File: src/rtl/gpo_pkg.sv
package gpo_pkg;
  typedef enum logic [1:0] {
    SEL_NONE   = 2'd0,
    SEL_DIRECT = 2'd1,
    SEL_SETCLR = 2'd2
  } reg_sel_e;
endpackage

File: src/rtl/gpo_decode.sv
module gpo_decode #(
  parameter int ADDR_W  = 4,
  parameter int DATA_W  = 16,
  parameter int DIR_IDX = 0,
  parameter int SC_IDX  = 1,
  localparam int BUS_W  = 2 * DATA_W,
  localparam int NBYTE  = BUS_W / 8
) (
  input  logic [ADDR_W-1:0] addr_i,
  input  logic              we_i,
  input  logic [BUS_W-1:0]  wdata_i,
  input  logic [NBYTE-1:0]  be_i,
  output gpo_pkg::reg_sel_e sel_o,
  output logic [DATA_W-1:0] dir_mask_o,
  output logic [DATA_W-1:0] dir_data_o,
  output logic [DATA_W-1:0] set_o,
  output logic [DATA_W-1:0] clr_o
);
  logic [BUS_W-1:0] bit_en;

  // spread each byte strobe over its eight data bits
  for (genvar g = 0; g < BUS_W; g++) begin : g_bit_en
    assign bit_en[g] = be_i[g/8];
  end

  always_comb begin
    if (addr_i == ADDR_W'(DIR_IDX))     sel_o = gpo_pkg::SEL_DIRECT;
    else if (addr_i == ADDR_W'(SC_IDX)) sel_o = gpo_pkg::SEL_SETCLR;
    else                                sel_o = gpo_pkg::SEL_NONE;
  end

  always_comb begin
    dir_mask_o = '0;
    set_o      = '0;
    clr_o      = '0;
    if (we_i && sel_o == gpo_pkg::SEL_DIRECT)
      dir_mask_o = bit_en[DATA_W-1:0];
    if (we_i && sel_o == gpo_pkg::SEL_SETCLR) begin
      set_o = wdata_i[DATA_W-1:0]     & bit_en[DATA_W-1:0];
      clr_o = wdata_i[BUS_W-1:DATA_W] & bit_en[BUS_W-1:DATA_W];
    end
  end

  assign dir_data_o = wdata_i[DATA_W-1:0];
endmodule

File: src/rtl/gpo_bit_cell.sv
module gpo_bit_cell (
  input  logic clk,
  input  logic rst,
  input  logic load_i,
  input  logic d_i,
  input  logic set_i,
  input  logic clr_i,
  output logic q_o
);
  // direct load and set/clear come from different addresses; set beats clear
  always_ff @(posedge clk) begin
    if (rst)         q_o <= 1'b0;
    else if (load_i) q_o <= d_i;
    else if (set_i)  q_o <= 1'b1;
    else if (clr_i)  q_o <= 1'b0;
  end
endmodule

File: src/rtl/gpo_readback.sv
module gpo_readback #(
  parameter int DATA_W = 16,
  localparam int BUS_W = 2 * DATA_W
) (
  input  logic              clk,
  input  logic              rst,
  input  gpo_pkg::reg_sel_e sel_i,
  input  logic [DATA_W-1:0] odr_i,
  output logic [BUS_W-1:0]  rdata_o
);
  always_ff @(posedge clk) begin
    if (rst) rdata_o <= '0;
    else if (sel_i == gpo_pkg::SEL_DIRECT) rdata_o <= {{DATA_W{1'b0}}, odr_i};
    else rdata_o <= '0;
  end
endmodule

File: src/rtl/gpo_setclr_out.sv
module gpo_setclr_out #(
  parameter int ADDR_W  = 4,
  parameter int DATA_W  = 16,
  parameter int DIR_IDX = 0,
  parameter int SC_IDX  = 1,
  localparam int BUS_W  = 2 * DATA_W,
  localparam int NBYTE  = BUS_W / 8
) (
  input  logic              clk,
  input  logic              rst,
  input  logic [ADDR_W-1:0] addr_i,
  input  logic              we_i,
  input  logic [BUS_W-1:0]  wdata_i,
  input  logic [NBYTE-1:0]  be_i,
  output logic [DATA_W-1:0] odr_o,
  output logic [BUS_W-1:0]  rdata_o
);
  gpo_pkg::reg_sel_e sel;
  logic [DATA_W-1:0] dir_mask, dir_data, set_v, clr_v;

  gpo_decode #(
    .ADDR_W(ADDR_W), .DATA_W(DATA_W), .DIR_IDX(DIR_IDX), .SC_IDX(SC_IDX)
  ) u_dec (
    .addr_i(addr_i), .we_i(we_i), .wdata_i(wdata_i), .be_i(be_i),
    .sel_o(sel), .dir_mask_o(dir_mask), .dir_data_o(dir_data),
    .set_o(set_v), .clr_o(clr_v)
  );

  for (genvar i = 0; i < DATA_W; i++) begin : g_cell
    gpo_bit_cell u_cell (
      .clk(clk), .rst(rst), .load_i(dir_mask[i]), .d_i(dir_data[i]),
      .set_i(set_v[i]), .clr_i(clr_v[i]), .q_o(odr_o[i])
    );
  end

  gpo_readback #(.DATA_W(DATA_W)) u_rb (
    .clk(clk), .rst(rst), .sel_i(sel), .odr_i(odr_o), .rdata_o(rdata_o)
  );

  p_rst_zero_r1: assert property (@(posedge clk)
    $past(rst) |-> (odr_o == '0 && rdata_o == '0));

  p_set_lands_r3: assert property (@(posedge clk) disable iff (rst)
    $past(!rst) |-> ((odr_o & $past(set_v)) == $past(set_v)));

  p_clr_lands_r4: assert property (@(posedge clk) disable iff (rst)
    $past(!rst) |-> ((odr_o & $past(clr_v & ~set_v)) == '0));

  p_untouched_hold_r5: assert property (@(posedge clk) disable iff (rst)
    $past(!rst) |->
      (((odr_o ^ $past(odr_o)) & ~$past(set_v | clr_v | dir_mask)) == '0));

  p_idle_stable_r9: assert property (@(posedge clk) disable iff (rst)
    ($past(!rst) && $past(!we_i)) |-> $stable(odr_o));

  p_direct_full_r2: assert property (@(posedge clk) disable iff (rst)
    ($past(!rst) && $past(dir_mask) == {DATA_W{1'b1}}) |->
      (odr_o == $past(wdata_i[DATA_W-1:0])));

  p_sc_reads_zero_r8: assert property (@(posedge clk) disable iff (rst)
    ($past(!rst) && $past(sel) == gpo_pkg::SEL_SETCLR) |-> (rdata_o == '0));
endmodule

File: config.mk
export PLATFORM = sky130hd
export DESIGN_NAME = gpo_setclr_out
export DESIGN_NICKNAME = d
export VERILOG_FILES = /design/src/rtl/gpo_pkg.sv /design/src/rtl/gpo_decode.sv /design/src/rtl/gpo_bit_cell.sv /design/src/rtl/gpo_readback.sv /design/src/rtl/gpo_setclr_out.sv
export SDC_FILE = /design/constraint.sdc
export NUM_CORES = 1
export LEC_CHECK = 0
export BUFFER_PORTS_ARGS = -buffer_cell sky130_fd_sc_hd__buf_2
export CAP_MARGIN = 20
export CELL_PAD_IN_SITES_DETAIL_PLACEMENT = 0
export CELL_PAD_IN_SITES_GLOBAL_PLACEMENT = 1
export CORE_MARGIN = 4
export CORE_UTILIZATION = 27
export DETAILED_ROUTE_END_ITERATION = 7
export GPL_ROUTABILITY_DRIVEN = 0
export PLACE_DENSITY = 0.75
export SLEW_MARGIN = 15
export SYNTH_ARGS = -nofsm -noshare
export SYNTH_HDL_FRONTEND = slang
export SYNTH_HIERARCHICAL = 1
export SYNTH_SLANG_ARGS = --single-unit
File: constraint.sdc
create_clock -name clk -period 2.1 [get_ports clk]
set_input_delay 0.105 -clock clk [delete_from_list [all_inputs] [get_ports clk]]
set_output_delay 0.105 -clock clk [all_outputs]
set_load 0.01 [all_outputs]
# Word-level counts from Yosys, hierarchy flattened
# Index checks and enable logic that the tools add are counted.
[totals] word_cells=97 in_bits=43 regBits=48 out_inout_bits=48
[classes] n_eq_ne=3 mux=53 n_bitwise=3 reduce_logical=20
[op_table] operator="$mux W1" count=48
[op_table] operator="$mux W16" count=3
[op_table] operator="$reduce_bool A3 Y1" count=16
[op_table] operator="$and A16 B16 Y16" count=2
[op_table] operator="$eq A4 B1 Y1 const B" count=1
[op_table] operator="$logic_not A4 Y1" count=1
[op_table] operator="$mux W2" count=2
[op_table] operator="$eq A2 B1 Y1 const B" count=1
[op_table] operator="$eq A2 B2 Y1 const B" count=1
[op_table] operator="$logic_and A1 B1 Y1" count=2
[op_table] operator="$reduce_or A2 Y1" count=1
[op_table] operator="$not A1 Y1" count=1

# Logic depth before layout (Yosys ltp)
[logic_depth] depth_word=9 ltp_mapped=6 depth_no_buf=4

# By module
# Netlist, hierarchy kept.
[by_module_without_submodules] module="gpo_bit_cell" instances=16 seq_area_each_um2=20.0 area_each_um2=48.8 cells_per_inst=5
[by_module_without_submodules] module="gpo_readback" instances=1 seq_area_each_um2=320.3 area_each_um2=715.7 cells_per_inst=52
[by_module_without_submodules] module="gpo_decode" instances=1 seq_area_each_um2=0.0 area_each_um2=538.0 cells_per_inst=75

# Worst setup path before layout
# No wires, ideal clock.
[synth_timing] path_type="input to register" from="in addr_i[3]" to="reg g_cell[10].u_cell.q_o" setup_time_ps=86 t_arrival_ps=1429 path_stages=5 slack_ps=585 path_cell_list="nor4_1 > and2_1 > buf_4 > nor2_1 > a221oi_2"
[synth_via] elab_cells_between_ends=14
[synth_lines] item="from (decl)" line="gpo_setclr_out.sv:11" rtl="input logic [ADDR_W-1:0] addr_i,"
[synth_lines] item="$eq A4 B1 Y1" line="gpo_decode.sv:28" rtl="else if (addr_i == ADDR_W'(SC_IDX)) sel_o = gpo_pkg::SEL_SETCLR;"
[synth_lines] item="$mux W2" line="gpo_decode.sv:28"
[synth_lines] item="$mux W2 (*)" line="gpo_decode.sv:27" rtl="if (addr_i == ADDR_W'(DIR_IDX)) sel_o = gpo_pkg::SEL_DIRECT;"
[synth_lines] item="$eq A2 B1 Y1 (*)" line="gpo_decode.sv:36" rtl="if (we_i && sel_o == gpo_pkg::SEL_DIRECT)"
[synth_lines] item="$logic_and A1 B1 Y1 (*)" line="gpo_decode.sv:36"
[synth_lines] item="$mux W16 (*)" line="gpo_decode.sv:36"
[synth_lines] item="net dir_mask[10]" line="gpo_setclr_out.sv:19" rtl="logic [DATA_W-1:0] dir_mask, dir_data, set_v, clr_v;"
[synth_lines] item="$reduce_bool A3 Y1 (no source line) or $mux W1 (tied branches)"
[synth_lines] item="to (signal assigned)" line="gpo_bit_cell.sv:13" rtl="else if (load_i) q_o <= d_i;"
[synth_lines] item="to (decl)" line="gpo_bit_cell.sv:8" rtl="output logic q_o"
# Mark *: on every way through the listed nets, which the timed path passes. The rest lies on a longest branch.
# A chain may end at the register's enable or synchronous reset.

# Final worst setup path
[layout_timing] from="in addr_i[3]" to="reg g_cell[9].u_cell.q_o"
[layout_via] elab_chain_len=8 elab_cells_between_ends=14
[layout_lines] item="$eq A4 B1 Y1" line="gpo_decode.sv:28"
[layout_lines] item="$mux W2" line="gpo_decode.sv:28"
[layout_lines] item="$mux W2 (*)" line="gpo_decode.sv:27"
[layout_lines] item="net sel[1]" line="gpo_setclr_out.sv:18" rtl="gpo_pkg::reg_sel_e sel;"
[layout_lines] item="$eq A2 B2 Y1 (*)" line="gpo_decode.sv:38" rtl="if (we_i && sel_o == gpo_pkg::SEL_SETCLR) begin"
[layout_lines] item="$logic_and A1 B1 Y1 (*)" line="gpo_decode.sv:38"
[layout_lines] item="$mux W16 (*)" line="gpo_decode.sv:38"
[layout_lines] item="net set_v[9]" line="gpo_setclr_out.sv:19"
[layout_lines] item="$mux W1" line="gpo_bit_cell.sv:14" rtl="else if (set_i) q_o <= 1'b1;"
[layout_lines] item="$mux W1" line="gpo_bit_cell.sv:13"
[layout_lines] item="to (signal assigned)" line="gpo_bit_cell.sv:13"
[layout_lines] item="to (decl)" line="gpo_bit_cell.sv:8"
# Marks and branches as above.

==> flow_metrics.env <==
export IMPL_syn_cell_area_mm2=0.00203
export IMPL_syn_area_per_cell_um2=9.83
export IMPL_htreeDepth=2
export IMPL_synth_cell_types=20
export IMPL_avgRoutedWirePerCell_um=13.8
export IMPL_hpwl_mm=3.63
export IMPL_netlist_top_cells_count="buf_4, dfxtp_1, and3_1"
export IMPL_ys_ff_latch=32
export IMPL_floorplan_rows=31
export IMPL_syn_inst=207
export IMPL_nets=298
export IMPL_place_area_mm2=0.00222
export IMPL_slowest_delay_ns=0.46
export IMPL_tightest_slew_ns=0.538
export IMPL_grt_max_degree=49
export IMPL_yosys_area_top_type="dfxtp_1"
export IMPL_whs_endpoint="g_cell[10].u_cell/q_o"
export IMPL_reg2reg_slack_ns=1.34
export IMPL_synthFlopType="dfxtp_1"
export IMPL_critical_path_top_delay_family="buffers and inverters"
export IMPL_cts_hold_buf=0
export IMPL_clk_path_buf_depth=2
export IMPL_grt_setup_unrepaired="no"
export IMPL_antenna_found_initial=0
export IMPL_setup_violations=0
export IMPL_track_usage=0.114
export IMPL_synthToLayoutAreaGrowth_pct=15.4
export IMPL_initial_core_util=0.279
export IMPL_grt_pass1_wl_mm=7.73
export IMPL_cts_buffers=5
export IMPL_cp_max_fo=48
export IMPL_hold_viol=0
export IMPL_min_path_type="in -> reg"
export IMPL_critical_path_buf_inv_count=2
export IMPL_portBuffers=74
export IMPL_r2r_start="g_cell[5].u_cell/q_o"
export IMPL_cts_tree="built"
export IMPL_clock_skew_ns=0.00358
export IMPL_vias=1504
export IMPL_dieArea_mm2=0.00899
export IMPL_r2r_end="u_rb/rdata_o[5]"
export IMPL_worstHoldStart="wdata_i[10]"
export IMPL_maxCapViolCount=0
export IMPL_rr_worst_depth=1
export IMPL_avgViaCountPerCell=4.24
export IMPL_fillerInstances=818
export IMPL_worst_ep_required_time_ns=2.29
export IMPL_cts_root_buf="clkbuf_8"
export IMPL_clock_latency_ns=0.28
export IMPL_synth_edff_count=0
export IMPL_cp_slowest_cell="buf_4"
export IMPL_first_pass_iters=6
export IMPL_synth_seq_area_share=0.315
export IMPL_start_kind="input port"
export IMPL_drive_gt1_frac=0.484
export IMPL_yosysTopAreaCellShare=0.315
export IMPL_overflow=0
export IMPL_worstSetupEndpointType="flop"
export IMPL_routed_wl_mm=4.90
export IMPL_relSlewSlack=0.641
export IMPL_p_leak_nw=1.13
export IMPL_tns_ns=0
export IMPL_ant_nets=0
export IMPL_arrival_ns=1.50
export IMPL_yosys_top_cells_area="dfxtp_1, buf_4, a221oi_2"
export IMPL_drc=0
export IMPL_finalInstanceArea_mm2=0.00235
export IMPL_postSynth_asyncResetShare=0
export IMPL_irDropWorstVdd_v=0.000264
export IMPL_path_clk_slew_ns=0.07
export IMPL_drt_iter0_drc=66
export IMPL_slew_violations=0
export IMPL_yosysMostFrequentCell="buf_4"
export IMPL_fin_crit_sh=0.621
export IMPL_grt_pass1_vias=1541
export IMPL_critPathLaunch="addr_i[3]"
export IMPL_ioPinCount=91
export IMPL_die_h_um=94.8
export IMPL_whs_path_depth=3
export IMPL_max_freq_ghz=0.767
export IMPL_ys_warnings_count=6
export IMPL_power_density_mw_per_mm2=599
export IMPL_path_class="in -> reg"
export IMPL_cp_cell_sequence="buf_2 -> nor4b_4 -> buf_4 -> and3_2 -> nor2_1 -> a221oi_2"
export IMPL_cts_resized_gates=0
export IMPL_diodes=0
export IMPL_status="completed"
export IMPL_core_mm2=0.00729
export IMPL_clock_sinks=32
export IMPL_die_w_um=94.8
export IMPL_postCtsSetupRepairBufs=0
export IMPL_finalCriticalPeriod_ns=1.30
[routing by layer]
metal	part of all wire	vias up	global-route usage
met2	0.46	67	0.180
met5	0	-	0
met3	0.082	4	0.0351
met1	0.45	685	0.145
li1	-	748	-
met4	0.011	0	0.0397
[stage by stage]
step	std cells	power, mW	utilization	hold slack, ns	setup slack, ns
floorplan	222	0.750	-	0.171	0.585
global placement	347	0.775	0.305	0.375	0.528
detailed placement	347	0.777	0.305	0.381	0.467
CTS	355	1.44	0.322	0.0713	0.753
global route	355	1.48	0.322	0.0847	0.635
finish	355	1.41	0.322	0.0882	0.796
[report_power, final]
group	internal (mW)	switching, mW	total (mW)
logic	0.0582	0.0854	0.144
registers	0.613	0.00457	0.618
clock network	0.419	0.228	0.646
[cells in the final DEF (no fill, tap or decap), types with 2 or more instances in the layout]
cell type / instances
conb_1: 16
nor4bb_2: 9
and2_0: 4
buf_2: 74
and3_1: 29
buf_4: 6
nand2b_1: 16
inv_1: 16
and3_2: 3
dfxtp_1: 32
a221oi_2: 16
nor2_1: 16
and2_1: 2
clkbuf_8: 7
and4bb_2: 5
[sequential cells by signal, summed over array words and instances, names as in the netlist]
signal	count
g_cell.u_cell/q_o	16
u_rb/rdata_o	16
[area by class of cell]
class | instances | area, um^2 | share of cell area
inverter | 16 | 60.1 | 0.0256
tap | 99 | 124 | 0.0527
timing repair buffer | 80 | 415 | 0.177
clock inverter | 1 | 30.0 | 0.0128
clock buffer | 7 | 96.3 | 0.0410
multi-input combinational | 120 | 982 | 0.418
sequential | 32 | 641 | 0.273
[cells by family (layout without fill, tap and decap cells)]
group / Yosys count / after routing / synth area share
other cells: 1 / 16 / 0.00184
simple gates: 88 / 88 / 0.332
buf+inv: 70 / 104 / 0.233
flops: 32 / 32 / 0.315
compound gates: 16 / 16 / 0.118
[worst max path at each step]
stage / to / slack [ns] / cells after the start
after global placement: g_cell[9].u_cell/q_o / 0.53 / 6
final: g_cell[9].u_cell/q_o / 0.80 / 6
after CTS: g_cell[0].u_cell/q_o / 0.75 / 6
after floorplan: g_cell[10].u_cell/q_o / 0.58 / 5
after global routing: g_cell[9].u_cell/q_o / 0.63 / 6
after detailed placement: g_cell[0].u_cell/q_o / 0.47 / 6
Note: power is estimated with default switching activity, not from simulation.
